$ cat config.mk
export PLATFORM = sky130hd
export DESIGN_NAME = xlateTop
export DESIGN_NICKNAME = d
export VERILOG_FILES = /design/src/rtl/xlatePkg.sv /design/src/rtl/xlateDatapath.sv /design/src/rtl/xlateControl.sv /design/src/rtl/xlateTop.sv
export SDC_FILE = /design/constraint.sdc
export NUM_CORES = 1
export LEC_CHECK = 0
export BUFFER_PORTS_ARGS = -buffer_cell sky130_fd_sc_hd__buf_2
export CAP_MARGIN = 10
export CORE_ASPECT_RATIO = 1.4
export CORE_MARGIN = 1.5
export CORE_UTILIZATION = 35
export CTS_CLUSTER_SIZE = 30
export DETAILED_ROUTE_END_ITERATION = 7
export SLEW_MARGIN = 25
export SYNTH_ARGS = -nofsm -noshare
export SYNTH_HDL_FRONTEND = slang
export SYNTH_SLANG_ARGS = --single-unit
$ cat constraint.sdc
create_clock -name clk -period 6.5 [get_ports clk]
set_clock_uncertainty 0.1 [all_clocks]
set_input_delay 1.3 -clock clk [delete_from_list [all_inputs] [get_ports clk]]
set_output_delay 1.3 -clock clk [all_outputs]
set_load 0.01 [all_outputs]
$ cat src/rtl/xlatePkg.sv
package xlatePkg;

  localparam logic [1:0] ACC_READ  = 2'd0;
  localparam logic [1:0] ACC_WRITE = 2'd1;
  localparam logic [1:0] ACC_EXEC  = 2'd2;

  localparam logic [1:0] FLT_NONE    = 2'd0;
  localparam logic [1:0] FLT_LEN     = 2'd1;
  localparam logic [1:0] FLT_INVALID = 2'd2;
  localparam logic [1:0] FLT_PROT    = 2'd3;

  // strobes from the sequencer to the datapath
  typedef struct packed {
    logic accept;     // latch the live request
    logic finishLen;  // complete with a length fault
    logic finishHit;  // complete from the cache
    logic issueWb;    // memory write-back of the victim this cycle
    logic issueRd;    // memory read of the table entry this cycle
    logic takeRsp;    // table entry on memRdata, refill and complete
  } ctlStrobes_t;

  // permission field order is {read, write, execute}
  function automatic logic accessAllowed(input logic [2:0] rwx, input logic [1:0] acc);
    case (acc)
      ACC_READ:  return rwx[2];
      ACC_WRITE: return rwx[1];
      ACC_EXEC:  return rwx[0];
      default:   return 1'b0;
    endcase
  endfunction

endpackage

$ cat src/rtl/xlateDatapath.sv
module xlateDatapath
  import xlatePkg::*;
#(
  parameter int ADDR_W  = 16,
  parameter int OFF_W   = 8,
  parameter int FRAME_W = 8,
  parameter int ASID_W  = 4,
  parameter int ENTRIES = 16,
  parameter int MADDR_W = 16
) (
  input  logic                        clk,
  input  logic                        rstN,
  input  ctlStrobes_t                 stb,
  input  logic [ADDR_W-1:0]           reqAddr,
  input  logic [1:0]                  reqAcc,
  input  logic [ASID_W-1:0]           reqAsid,
  input  logic                        cfgWe,
  input  logic                        cfgSel,
  input  logic [MADDR_W-1:0]          cfgData,
  input  logic [FRAME_W+4:0]          memRdata,
  output logic                        lookupHit,
  output logic                        lenBad,
  output logic                        victimDirty,
  output logic [MADDR_W-1:0]          memAddr,
  output logic [FRAME_W+4:0]          memWdata,
  output logic                        doneOut,
  output logic [FRAME_W+OFF_W-1:0]    physOut,
  output logic [1:0]                  faultOut
);

  localparam int PAGE_W = ADDR_W - OFF_W;
  localparam int PA_W   = FRAME_W + OFF_W;
  localparam int IDX_W  = (ENTRIES > 1) ? $clog2(ENTRIES) : 1;

  // configuration registers
  logic [MADDR_W-1:0] ptBase, ptLen;
  logic flushNow;
  assign flushNow = cfgWe && !cfgSel;

  always_ff @(posedge clk or negedge rstN) begin
    if (!rstN) begin
      ptBase <= '0;
      ptLen  <= '0;
    end else if (cfgWe) begin
      if (cfgSel) ptLen  <= cfgData;
      else        ptBase <= cfgData;
    end
  end

  // live request fields
  logic [PAGE_W-1:0] livePage;
  logic [OFF_W-1:0]  liveOff;
  assign livePage = reqAddr[ADDR_W-1:OFF_W];
  assign liveOff  = reqAddr[OFF_W-1:0];
  assign lenBad   = (MADDR_W'(livePage) >= ptLen);

  // latched request for the refill path
  logic [PAGE_W-1:0] curPage;
  logic [OFF_W-1:0]  curOff;
  logic [1:0]        curAcc;
  logic [ASID_W-1:0] curAsid;

  always_ff @(posedge clk or negedge rstN) begin
    if (!rstN) begin
      curPage <= '0;
      curOff  <= '0;
      curAcc  <= ACC_READ;
      curAsid <= '0;
    end else if (stb.accept) begin
      curPage <= livePage;
      curOff  <= liveOff;
      curAcc  <= reqAcc;
      curAsid <= reqAsid;
    end
  end

  // translation cache storage
  logic [ENTRIES-1:0] entValid, entDirty;
  logic [PAGE_W-1:0]  entPage  [ENTRIES];
  logic [ASID_W-1:0]  entAsid  [ENTRIES];
  logic [FRAME_W-1:0] entFrame [ENTRIES];
  logic [2:0]         entPerm  [ENTRIES];
  logic [IDX_W-1:0]   victimPtr;

  // associative match
  logic [ENTRIES-1:0] hitVec;
  logic [IDX_W-1:0]   hitIdx;

  for (genvar g = 0; g < ENTRIES; g++) begin : gMatch
    assign hitVec[g] = entValid[g] && (entPage[g] == livePage) && (entAsid[g] == reqAsid);
  end

  always_comb begin
    hitIdx = '0;
    for (int i = ENTRIES - 1; i >= 0; i--) begin
      if (hitVec[i]) hitIdx = IDX_W'(i);
    end
  end

  assign lookupHit = |hitVec;

  logic hitAllowed;
  assign hitAllowed = accessAllowed(entPerm[hitIdx], reqAcc);

  // fetched table entry fields
  logic [FRAME_W-1:0] pteFrame;
  logic [2:0]         ptePerm;
  logic               pteValid, pteDirty, pteAllowed;
  assign pteFrame   = memRdata[FRAME_W-1:0];
  assign ptePerm    = memRdata[FRAME_W+2:FRAME_W];
  assign pteValid   = memRdata[FRAME_W+3];
  assign pteDirty   = memRdata[FRAME_W+4];
  assign pteAllowed = accessAllowed(ptePerm, curAcc);

  // victim selection and write-back image
  logic [IDX_W-1:0] victimNext;
  assign victimNext  = (victimPtr == IDX_W'(ENTRIES - 1)) ? '0 : victimPtr + 1'b1;
  assign victimDirty = entValid[victimPtr] && entDirty[victimPtr];
  assign memWdata    = {1'b1, 1'b1, entPerm[victimPtr], entFrame[victimPtr]};
  assign memAddr     = ptBase + MADDR_W'(stb.issueWb ? entPage[victimPtr] : curPage);

  // entry state bits
  always_ff @(posedge clk or negedge rstN) begin
    if (!rstN) begin
      entValid  <= '0;
      entDirty  <= '0;
      victimPtr <= '0;
    end else if (flushNow) begin
      entValid  <= '0;
      entDirty  <= '0;
      victimPtr <= '0;
    end else begin
      if (stb.finishHit && lookupHit && hitAllowed && reqAcc == ACC_WRITE)
        entDirty[hitIdx] <= 1'b1;
      if (stb.takeRsp && pteValid) begin
        entValid[victimPtr] <= 1'b1;
        entDirty[victimPtr] <= pteDirty || (curAcc == ACC_WRITE && pteAllowed);
        victimPtr           <= victimNext;
      end
    end
  end

  // entry payload
  always_ff @(posedge clk) begin
    if (stb.takeRsp && pteValid) begin
      entPage[victimPtr]  <= curPage;
      entAsid[victimPtr]  <= curAsid;
      entFrame[victimPtr] <= pteFrame;
      entPerm[victimPtr]  <= ptePerm;
    end
  end

  // completion registers
  always_ff @(posedge clk or negedge rstN) begin
    if (!rstN) begin
      doneOut  <= 1'b0;
      physOut  <= '0;
      faultOut <= FLT_NONE;
    end else begin
      doneOut <= 1'b0;
      if (stb.finishLen) begin
        doneOut  <= 1'b1;
        faultOut <= FLT_LEN;
        physOut  <= '0;
      end else if (stb.finishHit) begin
        doneOut <= 1'b1;
        if (hitAllowed) begin
          faultOut <= FLT_NONE;
          physOut  <= PA_W'({entFrame[hitIdx], liveOff});
        end else begin
          faultOut <= FLT_PROT;
          physOut  <= '0;
        end
      end else if (stb.takeRsp) begin
        doneOut <= 1'b1;
        if (!pteValid) begin
          faultOut <= FLT_INVALID;
          physOut  <= '0;
        end else if (!pteAllowed) begin
          faultOut <= FLT_PROT;
          physOut  <= '0;
        end else begin
          faultOut <= FLT_NONE;
          physOut  <= PA_W'({pteFrame, curOff});
        end
      end
    end
  end

  // no page/identifier pair is ever cached twice
  a_r6_single_match: assert property (@(posedge clk) disable iff (!rstN)
    $onehot0(hitVec));

  // a base write leaves no valid entry behind
  a_r7_flush_clears: assert property (@(posedge clk) disable iff (!rstN)
    (flushNow && !stb.takeRsp) |=> (entValid == '0));

  // a faulting completion carries no address
  a_r10_fault_no_addr: assert property (@(posedge clk) disable iff (!rstN)
    (doneOut && faultOut != FLT_NONE) |-> (physOut == '0));

endmodule

$ cat src/rtl/xlateControl.sv
module xlateControl
  import xlatePkg::*;
(
  input  logic        clk,
  input  logic        rstN,
  input  logic        reqValid,
  input  logic        lookupHit,
  input  logic        lenBad,
  input  logic        victimDirty,
  input  logic        memAck,
  output ctlStrobes_t stb,
  output logic        memReq,
  output logic        memWe
);

  typedef enum logic [2:0] {
    ST_IDLE,
    ST_WB_REQ,
    ST_WB_WAIT,
    ST_RD_REQ,
    ST_RD_WAIT
  } ctlState_t;

  ctlState_t state, stateNext;

  always_comb begin
    stb       = '0;
    stateNext = state;
    case (state)
      ST_IDLE: begin
        if (reqValid) begin
          stb.accept = 1'b1;
          if (lenBad)         stb.finishLen = 1'b1;
          else if (lookupHit) stb.finishHit = 1'b1;
          else                stateNext = victimDirty ? ST_WB_REQ : ST_RD_REQ;
        end
      end
      ST_WB_REQ: begin
        stb.issueWb = 1'b1;
        stateNext   = ST_WB_WAIT;
      end
      ST_WB_WAIT: if (memAck) stateNext = ST_RD_REQ;
      ST_RD_REQ: begin
        stb.issueRd = 1'b1;
        stateNext   = ST_RD_WAIT;
      end
      ST_RD_WAIT: begin
        if (memAck) begin
          stb.takeRsp = 1'b1;
          stateNext   = ST_IDLE;
        end
      end
      default: stateNext = ST_IDLE;
    endcase
  end

  always_ff @(posedge clk or negedge rstN) begin
    if (!rstN) state <= ST_IDLE;
    else       state <= stateNext;
  end

  assign memReq = stb.issueWb || stb.issueRd;
  assign memWe  = stb.issueWb;

  // a length fault never reaches the memory port
  a_r2_len_no_mem: assert property (@(posedge clk) disable iff (!rstN)
    (state == ST_IDLE && reqValid && lenBad) |=> !memReq);

  // each memory request is a single-cycle pulse
  a_r3_mem_pulse: assert property (@(posedge clk) disable iff (!rstN)
    memReq |=> !memReq);

  // a write-back is always followed by the entry read
  a_r9_wb_then_read: assert property (@(posedge clk) disable iff (!rstN)
    (state == ST_WB_WAIT && memAck) |=> (memReq && !memWe));

endmodule

$ cat src/rtl/xlateTop.sv
module xlateTop
  import xlatePkg::*;
#(
  parameter int ADDR_W  = 16,
  parameter int OFF_W   = 8,
  parameter int FRAME_W = 8,
  parameter int ASID_W  = 4,
  parameter int ENTRIES = 16,
  parameter int MADDR_W = 16
) (
  input  logic                     clk,
  input  logic                     rstN,
  input  logic                     reqValid,
  input  logic [ADDR_W-1:0]        reqAddr,
  input  logic [1:0]               reqAcc,
  input  logic [ASID_W-1:0]        reqAsid,
  input  logic                     cfgWe,
  input  logic                     cfgSel,
  input  logic [MADDR_W-1:0]       cfgData,
  output logic                     memReq,
  output logic                     memWe,
  output logic [MADDR_W-1:0]       memAddr,
  output logic [FRAME_W+4:0]       memWdata,
  input  logic                     memAck,
  input  logic [FRAME_W+4:0]       memRdata,
  output logic                     done,
  output logic [FRAME_W+OFF_W-1:0] physAddr,
  output logic [1:0]               fault
);

  ctlStrobes_t stb;
  logic lookupHit, lenBad, victimDirty;

  xlateControl uCtl (
    .clk         (clk),
    .rstN        (rstN),
    .reqValid    (reqValid),
    .lookupHit   (lookupHit),
    .lenBad      (lenBad),
    .victimDirty (victimDirty),
    .memAck      (memAck),
    .stb         (stb),
    .memReq      (memReq),
    .memWe       (memWe)
  );

  xlateDatapath #(
    .ADDR_W  (ADDR_W),
    .OFF_W   (OFF_W),
    .FRAME_W (FRAME_W),
    .ASID_W  (ASID_W),
    .ENTRIES (ENTRIES),
    .MADDR_W (MADDR_W)
  ) uDp (
    .clk         (clk),
    .rstN        (rstN),
    .stb         (stb),
    .reqAddr     (reqAddr),
    .reqAcc      (reqAcc),
    .reqAsid     (reqAsid),
    .cfgWe       (cfgWe),
    .cfgSel      (cfgSel),
    .cfgData     (cfgData),
    .memRdata    (memRdata),
    .lookupHit   (lookupHit),
    .lenBad      (lenBad),
    .victimDirty (victimDirty),
    .memAddr     (memAddr),
    .memWdata    (memWdata),
    .doneOut     (done),
    .physOut     (physAddr),
    .faultOut    (fault)
  );

  // a cache completion shows up on the next cycle
  a_r1_hit_next_cycle: assert property (@(posedge clk) disable iff (!rstN)
    stb.finishHit |=> done);

  // a table response completes the access on the next cycle
  a_r3_rsp_done: assert property (@(posedge clk) disable iff (!rstN)
    stb.takeRsp |=> done);

endmodule

==> metrics, run 1 <==
Power Density=306 mW/mm^2; Slew Viols, Final=0; vias per cell=5.63; Area after DPL=0.0252 sq mm; die width=222 microns; CTS max path bufs=3; layout cells sized above 1=0.264; HPWL Detailed=49.5 mm; first-pass GRT wire length=107 mm; largest net degree at the start of global routing=73; first drt pass iteration count=6; sequential share of the synthesized area=0.589; unrepaired setup endpoints after global routing=no; number of flops mapped to enable cells by yosys=368; largest fanout on the critical path=11; Post-Syn Instances=1638; Peak supply drop=224 uV; Antenna Cells=0; routability cong.=0.971; Reg clk slew, reported paths=60 ps; die height=310 microns; Yosys top cell area share=0.470; Layout area overhead=14.9%; R2R cell count=11; met1 WL=28.1 mm; CTS buffer count=50; total track usage=0.214; Leakage=9.20 nW; aggregate routed wire length=73.8 mm; post-synth top area cell=edfxtp_1; WL/cell=27.6 microns; Tcrit/Tclk final=0.960; flop2flop setup slack=1870 ps; worst setup margin=262 ps; Starting Density=0.353; number of port buffers=104; hold crit path type=flop to flop; Fillers=6085; Top-Level Pins=107; synth unique cells=67; drc violations=0; vias in the first global route=15500; # Max-Cap Violations=0; r2r startpoint=uDp.entPage[2][3]; CTS sink cnt=480; CP required=5100 ps; top area cells in the synthesized netlist=edfxtp_1 47%, dfrtp_1 12%, mux4_2 9.2%; worst hold margin=407 ps; fmax=160 MHz; dpl ws=554 ps; reg2reg end=uDp.physOut[9]; root buffer cell=clkbuf_16; fin nets=1854; worst setup path end=memAddr[15]; DRT iter0 DRCs=1600; Rows=112; Setup TNS Final=0 ps; H-tree levels=2; Worst Setup SP=uDp.victimPtr[0]; ys async rst share=0.233; predominant post-synthesis flop cell=edfxtp_1; Die ar.=0.0688 sq mm; initial antenna violation count=2; worst slew pin tran=929 ps; Syn Area/Cell=14.4 sq um; DR top layer=met4; Final min period=6240 ps; metal3 WL=3.67 mm; fin area=0.0270 sq mm; CTS tree=built; vias=15000; clk_lat worst skew=620 ps; Slew headroom=0.379; warnings from Yosys=0; CP Class=flop to output port; Setup crit start kind=flop; status=completed; final setup vio count=0; Core Region=0.0666 sq mm; grt total ovfl=0; ANT nets after route=0; critical path data arrival time=4840 ps; CP endpoint kind=output port; Final Hold Fails=0; Post-Synthesis Cell Area=0.0235 sq mm; Final Util=0.406; metal2 WL=38.1 mm; #FFs+latches synth=480
## metal layers
layer / up-vias / global-route usage
met5: - / 0
met2: 574 / 0.381
met4: 0 / 0.105
li1: 6518 / -
met1: 7771 / 0.256
met3: 186 / 0.0277
## cell usage after synthesis (26+ instances only)
cell and n:
xnor2_1 201, mux2i_1 52, nand3_1 26, edfxtp_1 368
o21ai_0 39, mux2_2 80, nor2_1 73, a21oi_1 50
mux4_2 96, dfrtp_1 112, inv_1 39, nand2_1 84
clkbuf_1 40, nand4_1 39
## repair_timing
item                                    CTS  global route
buffers inserted                          1            11
hold buffers                              0             0
gates resized for setup                   0             5
pin swaps                                 0             0
endpoints found under the setup margin    5             6
## how the worst min path moves through the flow
stage                     slack [ps]  cells after the start              to           from
after global routing             420                      1   uDp.ptLen[10]  uDp.ptLen[10]
after CTS                        410                      2  uDp.physOut[3]  uDp.curOff[3]
after detailed placement         400                      2  uDp.physOut[4]  uDp.curOff[4]
final                            410                      1   uDp.curOff[2]  uDp.curOff[2]
after global placement           380                      2  uDp.physOut[4]  uDp.curOff[4]
after floorplan                  360                      1   uCtl.state[0]  uCtl.state[0]
## cell usage in the layout, fill, tap and decap left out, drive strengths merged, types with 7 or more instances in the layout
cell / count
or4: 8
inv: 41
dfrtp: 112
nor2b: 8
nor3: 25
nor4: 23
edfxtp: 368
buf: 179
a21o: 12
nand2: 84
and2: 12
or2: 11
mux2: 81
xnor2: 201
a21oi: 52
ha: 20
o21ai: 54
o211ai: 15
clkinv: 20
nand3: 26
a31oi: 13
nand4: 39
clkbuf: 66
mux2i: 52
o211a: 7
a211oi: 26
bufinv: 7
and3: 13
nor2: 74
mux4: 96
a22oi: 19
## layout make-up
type	count	area, sq um	share of cell area
Clock inverter	28	349	0.0129
Clock buffer	66	1350	0.0501
Inverter	41	154	0.00570
Multi-Input combinational cell	1024	9090	0.337
Tap cell	855	1070	0.0396
Sequential cell	480	13900	0.513
Timing Repair Buffer	179	1130	0.0420
## worst max-delay path, cell delays in order, from the launching register on
cell and delay [ps]:
dfrtp_4 570, buf_12 160, mux4_2 540, mux4_2 540, mux2_2 320, ha_1 320
a21oi_1 270, o21ai_0 140, a21oi_1 240, o21bai_1 100, a21oi_2 190, nor2b_1 70
o21ai_1 230, nor2_1 140, nand3_1 120, xnor2_1 120, buf_2 150
## logic make-up after synthesis
logic type               share of synthesized area
flip-flops                                   0.589
AND/OR/NAND/NOR                             0.0720
AO/OA/AOI/OAI                               0.0666
multiplexers                                 0.153
XOR/XNOR                                    0.0771
buffers and inverters                       0.0308
adder cells (fa/ha/maj)                     0.0115
other                                     0.000159
## report_power, final
| part | internal, mW | total, mW | switching, mW |
|---|---|---|---|
| clock | 1.75 | 3.01 | 1.26 |
| combinational | 0.609 | 1.29 | 0.686 |
| sequential | 3.67 | 3.97 | 0.295 |
| total | 6.03 | 8.27 | 2.24 |
## registers in the layout, indices dropped and copies added, names as in the netlist, 8 cells and up
register and count:
uDp.entDirty 16, uDp.curPage 8, uDp.ptBase 16, uDp.physOut 16, uDp.entFrame 128, uDp.entAsid 64, uDp.entPage 128, uDp.entPerm 48
uDp.curOff 8, uDp.ptLen 16, uDp.entValid 16
## through the flow
stage	cells	power, mW
after floorplan	1639	4.73
after global placement	2566	5.27
after detailed placement	2567	5.31
after CTS	2662	8.31
after global routing	2673	8.57
final	2673	8.27
Power figures use the tool's default switching activity.
==> run 2, diff against run 1 <==
==> constraint.sdc (replaced) <==
create_clock -name clk -period 6.5 [get_ports clk]
set_clock_uncertainty 0.1 [all_clocks]
set_input_delay 0.325 -clock clk [delete_from_list [all_inputs] [get_ports clk]]
set_output_delay 0.325 -clock clk [all_outputs]
set_load 0.01 [all_outputs]
==> metrics, run 2 (synthesized netlist as in run 1, its figures left out) <==
Slew headroom=0.354 (-0.0256); root buffer cell=clkbuf_16; CP endpoint kind=output port; Fillers=6037 (-0.79%); Layout area overhead=15.7%; initial antenna violation count=1 (-1); hold crit path type=input pin to flop; critical path data arrival time=5340 ps (+500 ps); Starting Density=0.353 (unchanged); Top-Level Pins=107 (unchanged); CTS tree=built; status=completed; drc violations=0 (unchanged); routability cong.=0.964 (-0.73%); multi-input logic area=0.00908 sq mm (about the same); total track usage=0.207 (-0.00736); final setup vio count=0 (unchanged); die width=222 microns (unchanged); WL/cell=26.7 microns (-3.2%); largest net degree at the start of global routing=63 (-14%); most common cell after layout, fill and taps aside=edfxtp_1; Leakage=9.24 nW (+0.37%); worst setup margin=738 ps (+475 ps); aggregate routed wire length=71.4 mm (-3.2%); ANT nets after route=0 (unchanged); Hold Path Stages=1 (unchanged); CP required=6070 ps (+970 ps); Tcrit/Tclk final=0.887 (-0.0731); die height=310 microns (unchanged); Antenna Cells=0 (unchanged); Final min period=5760 ps (-475 ps); Setup TNS Final=0 ps (unchanged); CP Class=flop to output port; reg2reg end=uDp.physOut[10]; Reg clk slew, reported paths=70 ps (about the same); Peak supply drop=185 uV (-17%); CTS max path bufs=3 (unchanged); vias per cell=5.62 (-0.12%); number of port buffers=104 (unchanged); largest fanout on the critical path=33 (+22); Core Region=0.0666 sq mm (unchanged); worst hold start=memRdata[2]; CTS sink cnt=480 (unchanged); first drt pass iteration count=5 (-1); fmax=174 MHz (+8.2%); R2R cell count=14 (+3); first-pass GRT wire length=104 mm (-3.1%); dpl ws=1240 ps (+688 ps); Largest regs=uDp.entFrame: 128 flops, uDp.entPage: 128 flops, uDp.entAsid: 64 flops; CTS buffer count=47 (-6.0%); # Post-CTS Setup Buffers=0 (-1); vias=15000 (-0.12%); fin nets=1857 (+0.16%); DRT iter0 DRCs=1665 (+4.1%); HPWL Detailed=47.7 mm (-3.6%); register area=0.0139 sq mm (unchanged); Rows=112 (unchanged); flop2flop setup slack=1360 ps (-510 ps); unrepaired setup endpoints after global routing=no; layout cells sized above 1=0.251 (-0.0132); Die ar.=0.0688 sq mm (unchanged); vias in the first global route=15400 (-0.12%); H-tree levels=2 (unchanged); Setup crit start kind=flop; Min-Delay Endpoint=uDp.entFrame[6][2]; worst slew pin tran=966 ps (+36.7 ps); most frequent cells in the layout=368 x edfxtp_1, 201 x xnor2_1, 108 x dfrtp_1; grt total ovfl=0 (unchanged); Slew Viols, Final=0 (unchanged); clk_lat worst skew=610 ps (about the same); r2r startpoint=uDp.entPage[6][0]; Power Density=307 mW/mm^2 (+0.20%); Final Hold Fails=0 (unchanged); # Max-Cap Violations=0 (unchanged)
==> run 2: critical path: stages, from the launching register on <==
cell and delay [ps]:
dfrtp_4 890, mux4_2 590, mux4_2 500, mux2i_1 250, inv_1 80, ha_1 270, a21o_1 150, a21oi_1 250
o21ai_0 130, a21oi_1 240, o21bai_1 90, a21oi_1 220, nor2b_1 70, o21ai_0 380, nor2_1 180, nand3_1 130
xnor2_1 120, buf_2 150
==> run 2: area by class of cell <==
class	count	share of cell area
well taps	855	0.0393
clock buffers	56	0.0467
inverters	41	0.00566
repair buffers	185	0.0466
flip-flops and latches	480	0.510
clock inverters	32	0.0181
multi-input cells	1024	0.334
==> run 2: metal layers <==
layer / part of all wire / GRT usage / vias up
met5: 0 / 0 / -
met4: 0.055 / 0.106 / 0
met1: 0.38 / 0.251 / 7741
li1: - / - / 6534
met2: 0.51 / 0.362 / 594
met3: 0.057 / 0.0261 / 162
==> run 2: what timing repair did <==
action,CTS,global route
resized for setup,0,0
hold endpoints to repair,189,0
hold buffers,37,0
==> run 2: worst max-delay path by stage <==
stage	end	startpoint
3_5_place_dp	uDp.physOut[10]	reqAsid[2]
3_3_place_gp	uDp.faultOut[1]	reqAddr[8]
2_1_floorplan	memAddr[15]	uDp.victimPtr[0]
6_report	memAddr[15]	uDp.victimPtr[0]
5_1_grt	memAddr[13]	uDp.victimPtr[0]
4_1_cts	memAddr[15]	uDp.victimPtr[0]
==> run 2: where the power goes <==
part	total [mW]	internal, mW	switching (mW)
Sequential	3.99	3.67	0.319
Combinational	1.25	0.594	0.656
Clock	3.10	1.85	1.25
Total	8.34	6.12	2.22
==> run 2: stage by stage <==
step / hold slack [ps] / power [mW] / utilization / area, sq um / instances
6_report: 43.3 / 8.34 / 0.409 / 27200 / 2673
5_1_grt: 27.8 / 8.64 / 0.409 / 27200 / 2673
4_1_cts: 2.61 / 8.40 / 0.408 / 27200 / 2672
3_5_place_dp: 201 / 5.28 / 0.376 / 25000 / 2547
3_3_place_gp: 202 / 5.25 / 0.376 / 25000 / 2545
2_1_floorplan: -70.6 / 4.73 / - / 23500 / 1639
